<file path="config.mk">
export PLATFORM = sky130hd
export DESIGN_NAME = cardif_irq_status
export DESIGN_NICKNAME = d
export VERILOG_FILES = /design/src/rtl/cardif_pkg.sv /design/src/rtl/cardif_sync_edge.sv /design/src/rtl/cardif_fifo_cmp.sv /design/src/rtl/cardif_clr_flag.sv /design/src/rtl/cardif_irq_status.sv
export SDC_FILE = /design/constraint.sdc
export NUM_CORES = 1
export LEC_CHECK = 0
export ABC_CLOCK_PERIOD_IN_PS = 3700
export CAP_MARGIN = 30
export CORE_AREA = 2 2 39 41
export CTS_BUF_LIST = sky130_fd_sc_hd__clkbuf_2 sky130_fd_sc_hd__clkbuf_4 sky130_fd_sc_hd__clkbuf_8
export DETAILED_ROUTE_END_ITERATION = 10
export DIE_AREA = 0 0 41 43
export DONT_BUFFER_PORTS = 1
export PLACE_DENSITY_LB_ADDON = 0.25
export SYNTH_ARGS = -nofsm -noshare
export SYNTH_HDL_FRONTEND = slang
export SYNTH_HIERARCHICAL = 1
export SYNTH_SLANG_ARGS = --single-unit
</file>
<file path="constraint.sdc">
create_clock -name clk -period 3.7 [get_ports clk]
set_clock_uncertainty 0.1 [all_clocks]
set_input_delay 0 -clock clk [delete_from_list [all_inputs] [get_ports clk]]
set_output_delay 0 -clock clk [all_outputs]
set_load 0.01 [all_outputs]
</file>
<file path="src/rtl/cardif_pkg.sv">
package cardif_pkg;

    localparam int REG_W    = 8;
    localparam int BIT_CDI  = 2;
    localparam int BIT_TU   = 1;
    localparam int BIT_FRDY = 0;
    localparam int NUM_CLR  = 2;

    typedef enum int {
        FLG_FRDY = 0,
        FLG_CDI  = 1
    } flag_idx_e;

    typedef struct packed {
        logic cdi;
        logic tu;
        logic frdy;
    } stat_t;

    function automatic int flag_pos(int idx);
        return (idx == FLG_CDI) ? BIT_CDI : BIT_FRDY;
    endfunction

    function automatic logic [REG_W-1:0] pack_stat(stat_t s);
        logic [REG_W-1:0] v;
        v = '0;
        v[BIT_CDI]  = s.cdi;
        v[BIT_TU]   = s.tu;
        v[BIT_FRDY] = s.frdy;
        return v;
    endfunction

endpackage

</file>
<file path="src/rtl/cardif_sync_edge.sv">
module cardif_sync_edge #(
    parameter int STAGES = 2
) (
    input  logic clk,
    input  logic rst,
    input  logic pin_i,
    output logic edge_o
);
    logic [STAGES-1:0] chain_q;
    logic              prev_q;

    generate
        for (genvar g = 0; g < STAGES; g++) begin : g_stage
            if (g == 0) begin : g_first
                always_ff @(posedge clk) begin
                    if (rst) chain_q[g] <= 1'b0;
                    else     chain_q[g] <= pin_i;
                end
            end else begin : g_next
                always_ff @(posedge clk) begin
                    if (rst) chain_q[g] <= 1'b0;
                    else     chain_q[g] <= chain_q[g-1];
                end
            end
        end
    endgenerate

    always_ff @(posedge clk) begin
        if (rst) prev_q <= 1'b0;
        else     prev_q <= chain_q[STAGES-1];
    end

    assign edge_o = chain_q[STAGES-1] ^ prev_q;

endmodule

</file>
<file path="src/rtl/cardif_fifo_cmp.sv">
module cardif_fifo_cmp #(
    parameter int LVL_W = 8
) (
    input  logic             clk,
    input  logic             rst,
    input  logic [LVL_W-1:0] level_i,
    input  logic [LVL_W-1:0] thr_i,
    output logic             met_o,
    output logic             tu_o
);
    assign met_o = (level_i >= thr_i);

    always_ff @(posedge clk) begin
        if (rst) tu_o <= 1'b1;
        else     tu_o <= ~met_o;
    end

    p_tu_follows_r7: assert property (@(posedge clk) disable iff (rst)
        met_o |=> !tu_o);
    p_tu_unmet_r7: assert property (@(posedge clk) disable iff (rst)
        !met_o |=> tu_o);

endmodule

</file>
<file path="src/rtl/cardif_clr_flag.sv">
module cardif_clr_flag (
    input  logic clk,
    input  logic rst,
    input  logic set_i,
    input  logic rd_i,
    input  logic wr_i,
    input  logic wbit_i,
    output logic flag_o
);
    logic tag_q;

    always_ff @(posedge clk) begin
        if (rst) begin
            flag_o <= 1'b0;
            tag_q  <= 1'b0;
        end else begin
            if (set_i)
                flag_o <= 1'b1;
            else if (wr_i && tag_q && !wbit_i)
                flag_o <= 1'b0;
            if (wr_i)
                tag_q <= 1'b0;
            else if (rd_i)
                tag_q <= flag_o;
        end
    end

    p_hold_untagged_r8: assert property (@(posedge clk) disable iff (rst)
        (flag_o && !tag_q) |=> flag_o);
    p_write_one_keeps_r8: assert property (@(posedge clk) disable iff (rst)
        (flag_o && wr_i && wbit_i) |=> flag_o);
    p_set_wins_r9: assert property (@(posedge clk) disable iff (rst)
        set_i |=> flag_o);

endmodule

</file>
<file path="src/rtl/cardif_irq_status.sv">
module cardif_irq_status
    import cardif_pkg::*;
#(
    parameter int LVL_W       = 8,
    parameter int SYNC_STAGES = 2
) (
    input  logic             clk,
    input  logic             rst,
    input  logic             card_id_pin,
    input  logic             cdi_ie,
    input  logic             frdy_ie,
    input  logic             dma_en_wr,
    input  logic [LVL_W-1:0] fifo_level,
    input  logic [LVL_W-1:0] fifo_thr,
    input  logic             reg_sel,
    input  logic             reg_rd,
    input  logic             reg_wr,
    input  logic [REG_W-1:0] reg_wdata,
    output logic [REG_W-1:0] reg_rdata,
    output logic             irq_req
);
    logic               pin_edge;
    logic               thr_met;
    logic               thr_tu;
    logic               rd_hit;
    logic               wr_hit;
    logic [NUM_CLR-1:0] set_vec;
    logic [NUM_CLR-1:0] flag_vec;
    stat_t              stat;

    assign rd_hit = reg_sel & reg_rd;
    assign wr_hit = reg_sel & reg_wr;

    cardif_sync_edge #(.STAGES(SYNC_STAGES)) i_sync (
        .clk    (clk),
        .rst    (rst),
        .pin_i  (card_id_pin),
        .edge_o (pin_edge)
    );

    cardif_fifo_cmp #(.LVL_W(LVL_W)) i_cmp (
        .clk     (clk),
        .rst     (rst),
        .level_i (fifo_level),
        .thr_i   (fifo_thr),
        .met_o   (thr_met),
        .tu_o    (thr_tu)
    );

    assign set_vec[FLG_CDI]  = pin_edge & cdi_ie;
    assign set_vec[FLG_FRDY] = dma_en_wr & frdy_ie & ~thr_met;

    generate
        for (genvar f = 0; f < NUM_CLR; f++) begin : g_flag
            localparam int POS = flag_pos(f);
            cardif_clr_flag i_flag (
                .clk    (clk),
                .rst    (rst),
                .set_i  (set_vec[f]),
                .rd_i   (rd_hit),
                .wr_i   (wr_hit),
                .wbit_i (reg_wdata[POS]),
                .flag_o (flag_vec[f])
            );
        end
    endgenerate

    always_comb begin
        stat.cdi  = flag_vec[FLG_CDI];
        stat.tu   = thr_tu;
        stat.frdy = flag_vec[FLG_FRDY];
    end

    assign reg_rdata = pack_stat(stat);

    always_ff @(posedge clk) begin
        if (rst) irq_req <= 1'b0;
        else     irq_req <= stat.cdi | stat.frdy;
    end

    p_rsvd_zero_r1: assert property (@(posedge clk) disable iff (rst)
        reg_rdata[REG_W-1:3] == '0);
    p_cdi_set_r3: assert property (@(posedge clk) disable iff (rst)
        (pin_edge && cdi_ie) |=> stat.cdi);
    p_cdi_masked_r4: assert property (@(posedge clk) disable iff (rst)
        (!stat.cdi && !cdi_ie) |=> !stat.cdi);
    p_frdy_set_r5: assert property (@(posedge clk) disable iff (rst)
        (dma_en_wr && frdy_ie && !thr_met) |=> stat.frdy);
    p_frdy_blocked_r6: assert property (@(posedge clk) disable iff (rst)
        (!stat.frdy && (!dma_en_wr || !frdy_ie || thr_met)) |=> !stat.frdy);
    p_irq_high_r10: assert property (@(posedge clk) disable iff (rst)
        (stat.cdi || stat.frdy) |=> irq_req);
    p_irq_low_r10: assert property (@(posedge clk) disable iff (rst)
        (!stat.cdi && !stat.frdy) |=> !irq_req);

endmodule

</file>
# After elaboration in Yosys (flattened, before gate mapping)
# Cells that the tools add are included.
dict set report op_classes {
  n_lt_le_gt_ge 1
  n_mux 4
  bitwise 8
  n_reduce_logical 9
}
# operator count
set op_table {}
lappend op_table {{$ge 8x8->1} 1}
lappend op_table {{$and 1x1->1} 5}
lappend op_table {{$logic_and 1x1->1} 4}
lappend op_table {{$mux 1} 4}
lappend op_table {{$reduce_bool 2->1} 2}
lappend op_table {{$logic_not 1->1} 2}
lappend op_table {{$reduce_or 2->1} 1}
lappend op_table {{$not 1->1} 1}
lappend op_table {{$or 1x1->1} 1}
lappend op_table {{$xor 1x1->1} 1}
dict set report word_totals {
  reg_bits 9
  wordCells 31
}

# Depth between registers and ports, before layout
dict set report logic_depth {
  depth_word 5
  ltp_mapped 9
}

# Hierarchy
# The synthesis kept the hierarchy.
# mod n_inst cells_per_inst area_per_inst_um2 seq_area_each_um2
set modules_own_cells {}
lappend modules_own_cells {cardif_fifo_cmp 1 29 234.0 20.0}
lappend modules_own_cells {cardif_clr_flag 2 7 81.3 40.0}
lappend modules_own_cells {cardif_irq_status 1 13 106.4 20.0}
lappend modules_own_cells {cardif_sync_edge 1 7 87.6 60.1}

# Worst setup path after synthesis
# Ideal clock, no wire load.
dict set report synth_timing {
  path_kind {input-to-reg}
  start {input port fifo_level[0]}
  end {register g_flag[0].i_flag.flag_o}
  setup_ns 0.073
  arrival_ns 1.597
  t_required_ns 3.527
  path_slack_ns 1.930
  cell_stages 9
  n_path_buf 0
  cell_sequence {inv_1 > ha_1 > nand2b_4 > a2111oi_2 > a2111oi_1 > or2_1 > and3b_1 > and4bb_1 > nor3_2}
}
dict set report synth_via {
  elab_chain_cells 4
  word_cells_on_any_way 5
  cone_classes {order compare (1); mux (1); bitwise (2); reduce/logical (1)}
}
# item line
set synth_rtl {}
lappend synth_rtl {{start, declared} cardif_irq_status.sv:13} ;# input logic [LVL_W-1:0] fifo_level,
lappend synth_rtl {{$ge 8x8->1 *} cardif_fifo_cmp.sv:11} ;# assign met_o = (level_i >= thr_i);
lappend synth_rtl {{net thr_met} cardif_irq_status.sv:23} ;# logic thr_met;
lappend synth_rtl {{$not 1->1 *} cardif_irq_status.sv:51} ;# assign set_vec[FLG_FRDY] = dma_en_wr & frdy_ie & ~thr_met;
lappend synth_rtl {{$and 1x1->1 *} cardif_irq_status.sv:51}
lappend synth_rtl {{net set_vec[0]} cardif_irq_status.sv:27} ;# logic [NUM_CLR-1:0] set_vec;
lappend synth_rtl {{$mux 1 or $reduce_bool 2->1 (tied branches)} --}
lappend synth_rtl {{end signal, assigned} cardif_clr_flag.sv:14} ;# flag_o <= 1'b0;
lappend synth_rtl {{end signal, assigned} cardif_clr_flag.sv:18} ;# flag_o <= 1'b1;
lappend synth_rtl {{end signal, assigned} cardif_clr_flag.sv:20} ;# flag_o <= 1'b0;
lappend synth_rtl {{end, declared} cardif_clr_flag.sv:8} ;# output logic flag_o
# Mark *: on every way through the listed nets, which the timed path passes. The rest lies on a longest branch.
# A chain may end at the register's enable or synchronous reset.

# Worst setup path in the final report
dict set report layout_timing {
  start {input port fifo_level[7]}
  end {register g_flag[0].i_flag.flag_o}
}
# Same word-level chain as after synthesis.

==> flow_summary.json <==
{
  "htree_levels": 1,
  "row_count": 14,
  "wl_per_cell_um": 11.3,
  "final-hold-violation-count": 0,
  "drtPass1Iterations": 2,
  "status": "completed",
  "fin_hold_ws_ps": 20.2,
  "clkLatencyLatePin_ps": 250,
  "final.min_clock_period_ps": 2410,
  "fin_crit_sh_pct": 65.3,
  "drtAntennaViolNets": 0,
  "grt_pass1_vias": 441,
  "seq_area_frac_synth_pct": 30.5,
  "final_area_um2": 691,
  "start_kind": "primary input",
  "drt_iter0_drc": 6,
  "hp-class": "in2reg",
  "tns_ps": 0,
  "rsz0062_at_grt": "no",
  "post-cts-setup-buffers": 0,
  "cts_made_buffers": 3,
  "pin_count": 42,
  "peakVddDrop_mv": 0.199,
  "crit_arrival_ps": 2460,
  "end_kind": "flop",
  "synthCells": 63,
  "netlist_area_um2": 591,
  "drc": 0,
  "fp.dieH_um": 43,
  "cts_root_buf": "clkbuf_4",
  "vias": 446,
  "drv_cap": 0,
  "die_width_um": 41,
  "grt_usage_pct": 13.7,
  "antenna_found_initial": 0,
  "finalSetupViolations": 0,
  "synth.avg_cell_area_um2": 9.37,
  "ys.warnings.count": 6,
  "fin_nets": 115,
  "grt_max_degree": 10,
  "die-area_um2": 1760,
  "grt_pass1_wl_um": 1620,
  "cts_sinks": 9,
  "p_leak_nw": 0.354,
  "critPathKind": "in2reg",
  "final_cell_mix": "dfxtp_1, inv_1, dlygate4sd3_1, ha_1, conb_1",
  "tritoncts": "built",
  "yosys_register_bits": 9,
  "crit_fanout": 2,
  "ys_types": 23,
  "vias_per_cell": 5.01,
  "diodes": 0,
  "clk_pin_slew_ps": 60,
  "routabilityCongestion": 0.626,
  "dpl.hpwl_um": 786,
  "overflow": 0,
  "final-max-slew-violation-count": 0,
  "core_area_um2": 1380,
  "area_growth_pct": 16.9,
  "critPathRequiredTime_ps": 3740,
  "drive_above_1_share_pct": 11.0,
  "max_freq_ghz": 0.414,
  "powerDensity_nw_per_um2": 325,
  "postPlaceCellArea_um2": 581,
  "io_buffers": 0,
  "routed_wl_um": 1010,
  "clock_path_buffers": 2,
  "start_util_pct": 42.7
}
logic make-up (layout without fill, tap and decap cells):
logic type	Yosys count	in the layout	share of synthesized area, %
multiplexers	2	2	3.39
buffers and inverters	15	21	13.3
XOR/XNOR	1	1	1.48
other	1	5	0.635
AO/OA/AOI/OAI	8	8	10.6
AND/OR/NAND/NOR	19	19	23.1
flip-flops	9	9	30.5
adder cells (fa/ha/maj)	8	8	16.9
layout make-up:
class / count / area, um^2
Clock buffer: 4 / 30.0
Fill cell: 144 / 693
Inverter: 9 / 33.8
Multi-Input combinational cell: 43 / 347
Sequential cell: 9 / 180
Tap cell: 16 / 20.0
Timing Repair Buffer: 8 / 80.1
power by group:
group	leakage, nW	internal (mW)	total [mW]	switching [mW]
Clock	0.0184	0.0487	0.0797	0.0311
Sequential	0.0737	0.102	0.106	0.00429
Combinational	0.262	0.0213	0.0389	0.0176
Total	0.354	0.172	0.225	0.0530
worst paths after layout:
path / end / depth (start not counted) / slack [ps] / start
max: g_flag[0].i_flag/flag_o$_SDFFE_PP0P_ / 9 / 1290 / fifo_level[7]
min: i_cmp/tu_o$_SDFF_PP1_ / 4 / 20 / fifo_level[6]
max reg2reg: g_flag[1].i_flag/flag_o$_SDFFE_PP0P_ / 5 / 2030 / i_sync/prev_q$_SDFF_PP0_
min reg2reg: i_sync/chain_q[1]$_SDFF_PP0_ / 1 / 340 / i_sync/chain_q[0]$_SDFF_PP0_
flip-flops by register name, summed over array words and instances (netlist names):
register,cells
i_cmp/tu_o,1
g_flag.i_flag/tag_q,2
i_sync/prev_q,1
irq_req,1
i_sync/chain_q,2
g_flag.i_flag/flag_o,2
synth_stat cells:
master | instances | area [um^2]
dfxtp_1 | 9 | 180
xor2_1 | 1 | 8.76
and2_1 | 3 | 18.8
or2_1 | 1 | 6.26
buf_4 | 6 | 45.0
nor3_1 | 2 | 10.0
o21bai_1 | 1 | 7.51
and4bb_1 | 2 | 25.0
inv_1 | 9 | 33.8
mux2i_1 | 2 | 20.0
nand2b_4 | 1 | 13.8
ha_1 | 8 | 100
nor3_2 | 2 | 20.0
a21oi_1 | 2 | 10.0
nor2b_1 | 3 | 18.8
o21ba_1 | 1 | 10.0
a2111oi_1 | 1 | 10.0
a2111oi_2 | 1 | 15.0
o21ai_0 | 2 | 10.0
nor2_1 | 2 | 7.51
conb_1 | 1 | 3.75
and3b_1 | 1 | 8.76
nand2_1 | 2 | 7.51
what timing repair did:
item | CTS | global route
gates resized for setup | 0 | 0
endpoints found under the hold margin | 9 | 0
hold buffers | 8 | 0
per-layer routing:
| metal | GRT usage (%) | wire, um |
|---|---|---|
| met5 | 0 | 0 |
| met4 | 4.00 | 0 |
| met3 | 6.81 | 87 |
| met2 | 24.7 | 580 |
| met1 | 12.3 | 342 |
worst max-delay path: stages:
cell and delay, ps:
dlygate4sd3_1 540, ha_1 300, nand2_1 70, a2111oi_1 340, or2_1 160, and3b_1 180
and4bb_1 270, nor3_2 50, dlygate4sd3_1 560
through the flow:
| step | instances | setup WS [ps] | power (mW) | utilization, % |
|---|---|---|---|---|
| after floorplan | 67 | 1930 | 0.139 | - |
| after global placement | 77 | 1840 | 0.138 | 42.0 |
| after detailed placement | 77 | 1800 | 0.139 | 42.0 |
| after CTS | 89 | 1260 | 0.230 | 49.9 |
| after global routing | 89 | 1170 | 0.241 | 49.9 |
| final | 89 | 1290 | 0.225 | 49.9 |
(Power assumes the default switching activity.)
